[src/rtl/pab_pkg.sv]
package pab_pkg;

    typedef enum logic [2:0] {
        ST_IDLE,
        ST_HOLD,
        ST_T1,
        ST_T2,
        ST_T1P,
        ST_T2P,
        ST_T2I
    } bstate_e;

    // What the address/data slots do at the coming edge
    typedef enum logic [1:0] {
        OP_KEEP,
        OP_FRESH,    // load a request as a non-pipelined cycle
        OP_PIPE,     // load a request as the early (pipelined) address
        OP_PROMOTE   // early address becomes the active data phase
    } slot_op_e;

    // Bus inputs decoded to active-high, sampled at the clock edge
    typedef struct packed {
        logic want;
        logic ready;
        logic next_addr;
        logic hold;
    } sample_t;

    // Where the bus goes once no cycle is open
    function automatic bstate_e boundary_state(input sample_t s);
        if (s.hold)
            return ST_HOLD;
        else if (s.want)
            return ST_T1;
        else
            return ST_IDLE;
    endfunction

    function automatic logic in_data_phase(input bstate_e st);
        return (st == ST_T2) || (st == ST_T2P) || (st == ST_T2I);
    endfunction

    function automatic slot_op_e slot_action(input bstate_e cur, input bstate_e nxt);
        if (nxt == ST_T1)
            return OP_FRESH;
        else if (nxt == ST_T2P && cur != ST_T2P)
            return OP_PIPE;
        else if (nxt == ST_T1P)
            return OP_PROMOTE;
        else
            return OP_KEEP;
    endfunction

endpackage

[src/rtl/pab_fsm.sv]
module pab_fsm
    import pab_pkg::*;
(
    input  logic     clk,
    input  logic     rst,
    input  sample_t  smp,
    output bstate_e  state_q,
    output slot_op_e op,
    output logic     issue_q,
    output logic     hold_q,
    output logic     cyc_end
);

    bstate_e nxt;

    always_comb begin
        nxt = state_q;
        case (state_q)
            ST_IDLE, ST_HOLD: nxt = boundary_state(smp);
            ST_T1:            nxt = ST_T2;
            ST_T2: begin
                if (smp.ready)
                    nxt = boundary_state(smp);
                else if (smp.next_addr)
                    nxt = smp.want ? ST_T2P : ST_T2I;
            end
            ST_T1P: begin
                if (smp.next_addr)
                    nxt = smp.want ? ST_T2P : ST_T2I;
                else
                    nxt = ST_T2;
            end
            ST_T2P: begin
                if (smp.ready)
                    nxt = ST_T1P;
            end
            ST_T2I: begin
                if (smp.ready)
                    nxt = boundary_state(smp);
            end
            default: nxt = ST_IDLE;
        endcase
    end

    assign op      = slot_action(state_q, nxt);
    assign cyc_end = in_data_phase(state_q) && smp.ready;

    always_ff @(posedge clk) begin
        if (rst) begin
            state_q <= ST_IDLE;
            issue_q <= 1'b0;
            hold_q  <= 1'b0;
        end else begin
            state_q <= nxt;
            issue_q <= (op == OP_FRESH) || (op == OP_PIPE);
            hold_q  <= (nxt == ST_HOLD);
        end
    end

    // T1 always hands over to T2
    p_t1_then_t2_r2: assert property (@(posedge clk) disable iff (rst)
        state_q == ST_T1 |=> state_q == ST_T2);

    // A cycle opened from idle or hold never starts pipelined
    p_open_nonpipe_r2: assert property (@(posedge clk) disable iff (rst)
        (state_q == ST_IDLE || state_q == ST_HOLD)
        |=> (state_q == ST_IDLE || state_q == ST_HOLD || state_q == ST_T1));

    p_early_issue_r4: assert property (@(posedge clk) disable iff (rst)
        (state_q == ST_T2 && !smp.ready && smp.next_addr && smp.want)
        |=> (state_q == ST_T2P && issue_q));

    p_no_req_t2i_r5: assert property (@(posedge clk) disable iff (rst)
        (state_q == ST_T1P && smp.next_addr && !smp.want)
        |=> (state_q == ST_T2I && !issue_q));

    p_wait_t2i_r6: assert property (@(posedge clk) disable iff (rst)
        (state_q == ST_T2I && !smp.ready) |=> state_q == ST_T2I);

    p_pipe_cont_r7: assert property (@(posedge clk) disable iff (rst)
        (state_q == ST_T2P && smp.ready) |=> state_q == ST_T1P);

    p_plain_end_r8: assert property (@(posedge clk) disable iff (rst)
        ((state_q == ST_T2 || state_q == ST_T2I) && smp.ready)
        |=> (state_q != ST_T1P && state_q != ST_T2P));

    p_hold_boundary_r9: assert property (@(posedge clk) disable iff (rst)
        (state_q != ST_HOLD) ##1 (state_q == ST_HOLD)
        |-> ($past(state_q) == ST_IDLE || $past(state_q) == ST_T2 || $past(state_q) == ST_T2I));

endmodule

[src/rtl/pab_slots.sv]
module pab_slots
    import pab_pkg::*;
#(
    parameter int AW = 32,
    parameter int CW = 3,
    parameter int DW = 32
) (
    input  logic          clk,
    input  logic          rst,
    input  slot_op_e      op,
    input  logic [AW-1:0] req_addr,
    input  logic [CW-1:0] req_def,
    input  logic [DW-1:0] req_wdata,
    output logic [AW-1:0] iss_addr,
    output logic [CW-1:0] iss_def,
    output logic [DW-1:0] cur_wdata
);

    logic [DW-1:0] pend_wdata;

    always_ff @(posedge clk) begin
        if (rst) begin
            iss_addr   <= '0;
            iss_def    <= '0;
            cur_wdata  <= '0;
            pend_wdata <= '0;
        end else begin
            case (op)
                OP_FRESH: begin
                    iss_addr  <= req_addr;
                    iss_def   <= req_def;
                    cur_wdata <= req_wdata;
                end
                OP_PIPE: begin
                    iss_addr   <= req_addr;
                    iss_def    <= req_def;
                    pend_wdata <= req_wdata;
                end
                OP_PROMOTE: cur_wdata <= pend_wdata;
                default: ;
            endcase
        end
    end

    // Entering T1P must not disturb the address already on the bus
    p_promote_keeps_addr_r7: assert property (@(posedge clk) disable iff (rst)
        op == OP_PROMOTE |=> $stable(iss_addr) && $stable(iss_def));

    p_wait_keeps_addr_r6: assert property (@(posedge clk) disable iff (rst)
        op == OP_KEEP |=> $stable(iss_addr));

endmodule

[src/rtl/pab_resp.sv]
module pab_resp #(
    parameter int DW = 32
) (
    input  logic          clk,
    input  logic          rst,
    input  logic          cyc_end,
    input  logic [DW-1:0] bus_rdata,
    output logic          done_q,
    output logic [DW-1:0] rdata_q
);

    always_ff @(posedge clk) begin
        if (rst) begin
            done_q  <= 1'b0;
            rdata_q <= '0;
        end else begin
            done_q <= cyc_end;
            if (cyc_end)
                rdata_q <= bus_rdata;
        end
    end

endmodule

[src/rtl/addr_pipe_bus_ctrl.sv]
module addr_pipe_bus_ctrl
    import pab_pkg::*;
#(
    parameter int AW = 32,
    parameter int CW = 3,
    parameter int DW = 32
) (
    input  logic          clk,
    input  logic          rst,
    input  logic          req_valid,
    input  logic [AW-1:0] req_addr,
    input  logic [CW-1:0] req_def,
    input  logic [DW-1:0] req_wdata,
    output logic          req_ack,
    output logic          rsp_done,
    output logic [DW-1:0] rsp_rdata,
    input  logic          hold_req,
    output logic          hold_ack,
    input  logic          ready_n,
    input  logic          next_addr_n,
    output logic          ads_n,
    output logic [AW-1:0] bus_addr,
    output logic [CW-1:0] bus_def,
    output logic [DW-1:0] bus_wdata,
    input  logic [DW-1:0] bus_rdata,
    output logic          bus_oe
);

    sample_t       smp;
    bstate_e       state_q;
    slot_op_e      op;
    logic          issue_q;
    logic          hold_q;
    logic          cyc_end;
    logic [AW-1:0] iss_addr;
    logic [CW-1:0] iss_def;
    logic [DW-1:0] cur_wdata;

    assign smp.want      = req_valid;
    assign smp.ready     = ~ready_n;
    assign smp.next_addr = ~next_addr_n;
    assign smp.hold      = hold_req;

    pab_fsm u_fsm (
        .clk     (clk),
        .rst     (rst),
        .smp     (smp),
        .state_q (state_q),
        .op      (op),
        .issue_q (issue_q),
        .hold_q  (hold_q),
        .cyc_end (cyc_end)
    );

    pab_slots #(.AW(AW), .CW(CW), .DW(DW)) u_slots (
        .clk       (clk),
        .rst       (rst),
        .op        (op),
        .req_addr  (req_addr),
        .req_def   (req_def),
        .req_wdata (req_wdata),
        .iss_addr  (iss_addr),
        .iss_def   (iss_def),
        .cur_wdata (cur_wdata)
    );

    pab_resp #(.DW(DW)) u_resp (
        .clk       (clk),
        .rst       (rst),
        .cyc_end   (cyc_end),
        .bus_rdata (bus_rdata),
        .done_q    (rsp_done),
        .rdata_q   (rsp_rdata)
    );

    assign ads_n     = ~issue_q;
    assign req_ack   = issue_q;
    assign hold_ack  = hold_q;
    assign bus_oe    = ~hold_q;
    assign bus_addr  = hold_q ? '0 : iss_addr;
    assign bus_def   = hold_q ? '0 : iss_def;
    assign bus_wdata = hold_q ? '0 : cur_wdata;

    // Every cycle spans at least two clocks, so completions never touch
    p_done_gap_r3: assert property (@(posedge clk) disable iff (rst)
        rsp_done |=> !rsp_done);

    p_hold_quiet_r9: assert property (@(posedge clk) disable iff (rst)
        hold_ack |-> (ads_n && !req_ack));

    p_ack_after_req_r10: assert property (@(posedge clk) disable iff (rst)
        req_ack |-> $past(req_valid));

    p_ack_single_r10: assert property (@(posedge clk) disable iff (rst)
        req_ack |=> !req_ack);

endmodule

[config.mk]
export PLATFORM = sky130hd
export DESIGN_NAME = addr_pipe_bus_ctrl
export DESIGN_NICKNAME = d
export VERILOG_FILES = /design/src/rtl/pab_pkg.sv /design/src/rtl/pab_fsm.sv /design/src/rtl/pab_slots.sv /design/src/rtl/pab_resp.sv /design/src/rtl/addr_pipe_bus_ctrl.sv
export SDC_FILE = /design/constraint.sdc
export NUM_CORES = 1
export LEC_CHECK = 0
export BUFFER_PORTS_ARGS = -buffer_cell sky130_fd_sc_hd__buf_2
export CORE_MARGIN = 1.5
export CORE_UTILIZATION = 54
export CTS_CLUSTER_DIAMETER = 150
export DETAILED_ROUTE_END_ITERATION = 8
export PLACE_DENSITY = 0.92
export SLEW_MARGIN = 30
export SYNTH_ARGS = -nofsm -noshare
export SYNTH_HDL_FRONTEND = slang
export SYNTH_SLANG_ARGS = --single-unit
[constraint.sdc]
create_clock -name clk -period 4.83 [get_ports clk]
set_input_delay 0.2415 -clock clk [delete_from_list [all_inputs] [get_ports clk]]
set_output_delay 0.2415 -clock clk [all_outputs]
set_load 0.1 [all_outputs]
**Word level (Yosys, flattened, before mapping)**

Cells that the tools add are included.

- Input port bits: 105
- Bits in registers: 137
- Word-level logic and storage cells: 51
- Output and inout bits: 104

- Reduce and logical (&&, ||, !) cells: 9
- Bitwise logic cells: 3
- Multiplexer cells: 16
- Equal/unequal tests: 14

Operator list:

| kind | number |
|---|---|
| 32-bit two-way mux | 2 |
| 32-bit case mux with 2 select lines | 1 |
| 3-bit two-way mux | 7 |
| 3-bit case mux with 6 select lines | 1 |
| 3-bit == test, second input constant | 5 |
| 2-bit two-way mux | 5 |
| 3-bit by 2-bit == test with 1-bit output, second input constant | 3 |
| 3-bit by 1-bit == test with 1-bit output, second input constant | 2 |
| 2-bit == test, second input constant | 2 |
| 2-bit OR reduction | 2 |
| 3-bit logical NOT | 1 |
| 1-bit logical OR | 3 |
| 3-bit != test, second input constant | 1 |
| 1-bit NOT | 3 |
| 2-bit by 1-bit == test with 1-bit output, second input constant | 1 |
| 1-bit logical AND | 2 |
| 2-bit nonzero test | 1 |

**Logic depth before layout (Yosys ltp)**

- Depth after elaboration: 10
- Gate-level depth with buffers: 13
- Gate-level depth less buffers: 9

**Hierarchy**

Synthesis repeated with hierarchy kept, for this count alone.

- Cells, all modules: 608
- Area total of the unflattened synthesis: 6045.8 sq um

By module, submodules not included:

| module | area each (sq um) | seq. area each (sq um) | times used | cells each |
|---|---|---|---|---|
| pab_slots | 3910.0 | 1981.9 | 1 | 364 |
| pab_resp | 1202.4 | 660.6 | 1 | 106 |
| addr_pipe_bus_ctrl | 484.2 | 0.0 | 1 | 78 |
| pab_fsm | 449.2 | 100.1 | 1 | 60 |

**Least setup slack after synthesis**

No wires, ideal clock.

- Path kind: reg2reg
- Start: register u_fsm.state_q[0]
- End: register u_slots.cur_wdata[10]
- Path slack: 1965 ps
- Required time: 4684 ps
- Cell stages (with the launch flop): 13
- Path buffers: 3
- Setup time: 146 ps
- Arrival: 2719 ps
- Period minus slack after synthesis: 2865 ps
- Cells stage by stage: dfxtp_1 nor2b_1 a21boi_1 o22ai_2 xor2_4 nand2_2 inv_4 buf_6 ha_1 clkbuf_1 clkbuf_1 mux2i_1 a211oi_2

- Word-level cells in the longest chain between the ends: 9
- Elaborated cells between the ends (all ways): 25
- Those cells by class: eq/ne: 12; mux: 9; reduce/logical: 4

RTL lines:

| element | line | text |
|---|---|---|
| start: declaration | pab_fsm.sv:7 | `output bstate_e state_q,` |
| start signal: assignment | pab_fsm.sv:54 | `state_q <= nxt;` |
| 3-bit by 1-bit == test with 1-bit output (tied with other cells) | pab_fsm.sv:18 | `case (state_q)` |
| 2-bit OR reduction / 3-bit two-way mux (equally long branches) | pab_fsm.sv:18, pab_fsm.sv:22 |  |
| 3-bit case mux with 6 select lines | pab_fsm.sv:18 |  |
| 3-bit == test (on tied branches) | pab_pkg.sv:48, pab_pkg.sv:46 |  |
| 2-bit two-way mux / 1-bit logical AND (equally long branches) | pab_pkg.sv:48, pab_pkg.sv:46 |  |
| 2-bit two-way mux | pab_pkg.sv:46 | `else if (nxt == ST_T2P && cur != ST_T2P)` |
| 2-bit two-way mux (*) | pab_pkg.sv:44 | `if (nxt == ST_T1)` |
| 2-bit == test / 2-bit by 1-bit == test with 1-bit output (equally long branches) | pab_slots.sv:28 | `case (op)` |
| 32-bit case mux with 2 select lines / 2-bit nonzero test (equally long branches) | - |  |
| end signal: assignment | pab_slots.sv:32 | `cur_wdata <= req_wdata;` |
| end signal: assignment | pab_slots.sv:39 | `OP_PROMOTE: cur_wdata <= pend_wdata;` |
| end: declaration | pab_slots.sv:16 | `output logic [DW-1:0] cur_wdata` |

Every way passes the cells marked *; elsewhere a longest branch is shown, timed or not.
A chain may end at the register's enable or synchronous reset.

**Final worst setup path**

- Start: register u_fsm.state_q[0]
- End: register u_slots.cur_wdata[5]

Same word-level chain as after synthesis.

==> reports/results.md <==
### Drt
* **Via density** 5.45
* **Total Routed Length** 17900 um
* **routed wire length per instance** 17.1 um
* **number of vias in the routed layout** 5712
* **DRC violation total after the first TritonRoute iteration** 348
* **Initial DRT Pass Iterations** 5
* **number of nets with antenna violations after routing** 0
* **Post-route DRC** 0

### Setup path
* **worst-case reg-to-reg path depth** 11
* **worst reg2reg startpoint** u_fsm.state_q[0]$_SDFF_PP0_
* **critical path type** reg -> reg
* **standard cell with the maximum stage delay on the critical path** sky130_fd_sc_hd__ha_2
* **CP endpoint kind** flip-flop
* **WP data arrival** 4.24 ns
* **ordered list of cells on the worst path** nor2b_1 -> a21boi_1 -> o22ai_2 -> xor2_4 -> buf_4 -> nand2_2 -> inv_4 -> ha_2 -> buf_4 -> mux2i_1 -> a211oi_2
* **critical path peak fanout** 33
* **setup slack of the most critical reg-to-reg path** 0.94 ns
* **cell repeated most along the worst path** sky130_fd_sc_hd__buf_4
* **critical path startpoint category** flip-flop
* **required arrival time at the worst endpoint** 5.17 ns
* **stage delay of the slowest cell on the critical path** 0.70 ns
* **reg-to-reg critical path endpoint** u_slots.cur_wdata[5]$_SDFFE_PP0P_

### Place
* **count of port buffers added during placement** 208
* **placed cell areas** 6960 um2
* **Post-DP HPWL** 9270 um
* **dpl cells** 929
* **last weighted congestion value of the routability-driven placer** 0.768

### Global route
* **pin count of the biggest net entering global routing** 91
* **number of global-route vias before repair** 5763
* **antenna violations before repair** 0
* **first-pass GRT wire length** 27300 um
* **All-Layer GR Usage** 30.1%
* **final global-route overflow total** 0

### Finish
* **layout cells sized above 1** 31.7%
* **Antenna Cells** 0
* **Filler Cell Count** 621
* **Finished Layout Cells** 1048
* **P&R area growth vs syn** 43.4%
* **total number of nets in the final design** 1002
* **fin area** 8510 um2
* **post-route core utilization** 78.8%
* **storage element area** 2740 um2
* **area used by multi-input combinational logic** 2940 um2

### STA
* **final slew viol count** 0
* **fin crit share** 80.6%
* **final setup skew** 0.0123 ns
* **Final setup viols** 0
* **number of failing hold endpoints at the final stage** 0
* **maximum achievable frequency** 257 MHz
* **transition time of the tightest slew-check pin** 1.01 ns
* **final sum of negative setup slack** 0 ns
* **max-slew headroom at the worst pin** 32.7%
* **RSZ-0062 raised after global routing** no
* **minimum clock period** 3.89 ns

### Synth
* **Post-Syn Area per Cell** 9.45 um2
* **Post-synth top cells** sky130_fd_sc_hd__dfxtp_1 (137), sky130_fd_sc_hd__mux2i_1 (99), sky130_fd_sc_hd__nor2_1 (73), sky130_fd_sc_hd__nor2b_1 (71)
* **Post-Synthesis Cell Area** 5930 um2
* **Seq/Total Area, Yosys** 46.2%
* **dominant synthesized flop cell** sky130_fd_sc_hd__dfxtp_1
* **post-synthesis register bit count** 137
* **number of instances in the synthesized netlist** 628
* **library cells used by synthesis** 35
* **synthesized netlist net count** 735
* **post-synthesis async set-or-reset flop share** 0%
* **total of warnings raised by yosys** 0
* **EDFF count, synth** 0
* **cell taking the most area after synthesis** sky130_fd_sc_hd__dfxtp_1
* **cell types occupying the most area after synthesis** sky130_fd_sc_hd__dfxtp_1 (46%), sky130_fd_sc_hd__mux2i_1 (17%), sky130_fd_sc_hd__nor2b_1 (7.5%)
* **Yosys top cell area share** 46.2%
* **dominant cell by count in the synthesized netlist** sky130_fd_sc_hd__dfxtp_1

### Hold path
* **Worst Min Path Start** req_wdata[3]
* **hold-critical path endpoint** u_slots.pend_wdata[3]$_SDFFE_PP0N_
* **Worst Hold Class** in -> reg
* **number of stages on the worst hold path** 3

### CTS
* **clock buffer count from CTS** 17
* **TritonCTS clock tree** built
* **clock root buffer master** sky130_fd_sc_hd__clkbuf_8
* **CTS clk-pin slew, worst paths** 0.06 ns
* **latest clock arrival within the worst-skew pair** 0.52 ns
* **number of cells upsized or downsized after cts** 0
* **buffer depth of the longest clock path** 2
* **number of clock sinks** 137
* **H-tree levels** 4

### Die
* **number of cell rows** 38
* **initial cell density of the core** 55.0%
* **Die X-Extent** 108 um
* **core box area** 10800 um2
* **DIE HEIGHT** 108 um
* **Top Ports** 209
* **Die Footprint** 11600 um2

### Job
* **max-cap check violation count** 0

### Power
* **leakage power** 0.00381 uW
* **power density relative to cell area** 427 nW/um2
* **peak supply drop** 316 uV

### Status
* **result of the run** finished, final reports clean

==> state kept, by name (all words and copies together) (netlist names) <==
| name | count |
|---|---|
| u_slots.iss_def | 3 |
| u_fsm.state_q | 3 |
| u_slots.iss_addr | 32 |
| u_resp.rdata_q | 32 |
| u_fsm.issue_q | 1 |
| u_slots.pend_wdata | 32 |
| u_fsm.hold_q | 1 |
| u_resp.done_q | 1 |
| u_slots.cur_wdata | 32 |
==> cells in the final DEF (no fill, tap or decap), drive strengths merged <==
master | synthesis | final
a21oi | 67 | 67
a31oi | 1 | 1
dfxtp | 137 | 137
nand2b | 1 | 1
clkinvlp | 0 | 4
nor3 | 1 | 1
clkinv | 0 | 2
nand4b | 1 | 1
a211oi | 32 | 32
o211ai | 1 | 1
inv | 6 | 6
a211o | 2 | 2
o2111ai | 1 | 1
ha | 2 | 2
nor2b | 71 | 71
bufinv | 0 | 6
nand3b | 1 | 1
xor2 | 1 | 1
clkbuf | 34 | 20
o21ai | 1 | 1
buf | 19 | 214
nor2 | 73 | 73
dlygate4sd3 | 0 | 87
and3b | 1 | 1
a2bb2oi | 1 | 1
and2b | 1 | 1
nand2 | 68 | 68
o31ai | 1 | 1
a21boi | 1 | 1
mux2i | 99 | 99
o22ai | 1 | 1
nor4 | 2 | 2
or3 | 1 | 1
==> report_power, final <==
part / switching, uW / internal (uW) / leakage (uW)
clock network: 487 / 969 / 0.000313
logic: 692 / 240 / 0.00238
registers: 46.6 / 1200 / 0.00112
total: 1230 / 2410 / 0.00381
==> critical path: cells and delay by family, from the launching register on <==
kind                       cells  cell delay [ns]
AOI/OAI and AO/OA              3             0.55
xor gates and xnor gates       1             0.15
adders and majority gates      1             0.70
buffers and inverters          3             1.15
DFF                            1             0.43
muxes                          1             0.29
and+or+nand+nor                2             0.41
==> repair_timing <==
action	in CTS	in global routing
hold buffers	86	1
endpoints found under the setup margin	0	0
buffers inserted	0	0
endpoints found under the hold margin	86	1
==> logic make-up after synthesis <==
logic type	Yosys count	synth area share, %
compound gates	109	13.9
simple gates	221	17.5
mux	99	16.7
fa+ha+maj	2	0.422
xor+xnor	1	0.464
buf+inv	59	4.70
flops	137	46.2
==> routing by layer <==
metal / global-route usage, % / wire [um] / up-vias
met4: 15.6 / 680 / 0
li1: - / - / 2651
met3: 8.78 / 1240 / 62
met2: 53.7 / 9120 / 302
met5: 0 / 0 / -
met1: 31.9 / 6860 / 2697
==> metrics by stage <==
stage          hold slack, ns  setup slack (ns)  total power, uW
3_5_place_dp            0.443              1.02             2120
4_1_cts              0.000496             0.982             3620
5_1_grt               0.00211             0.738             3740
2_1_floorplan           0.378              1.97             1970
3_3_place_gp            0.438              1.19             2100
6_report              0.00905             0.938             3630
==> worst max path at each step <==
stage          cells after the start                                 end                   startpoint
6_report                          11   u_slots.cur_wdata[5]$_SDFFE_PP0P_  u_fsm.state_q[0]$_SDFF_PP0_
2_1_floorplan                     12  u_slots.cur_wdata[10]$_SDFFE_PP0P_  u_fsm.state_q[0]$_SDFF_PP0_
3_5_place_dp                      11  u_slots.cur_wdata[21]$_SDFFE_PP0P_  u_fsm.state_q[0]$_SDFF_PP0_
3_3_place_gp                      11   u_slots.cur_wdata[5]$_SDFFE_PP0P_  u_fsm.state_q[0]$_SDFF_PP0_
5_1_grt                           11   u_slots.cur_wdata[5]$_SDFFE_PP0P_  u_fsm.state_q[0]$_SDFF_PP0_
4_1_cts                           11   u_slots.cur_wdata[5]$_SDFFE_PP0P_  u_fsm.state_q[0]$_SDFF_PP0_
==> area by class of cell <==
| cell class | instances | area share, % |
|---|---|---|
| multi-input cells | 432 | 34.5 |
| flip-flops and latches | 137 | 32.3 |
| repair buffers | 301 | 23.0 |
| clock buffers | 20 | 5.24 |
| clock inverters | 12 | 2.59 |
| well taps | 140 | 2.06 |
| inverters | 6 | 0.294 |
No activity file was read; power rests on OpenSTA's default activity.
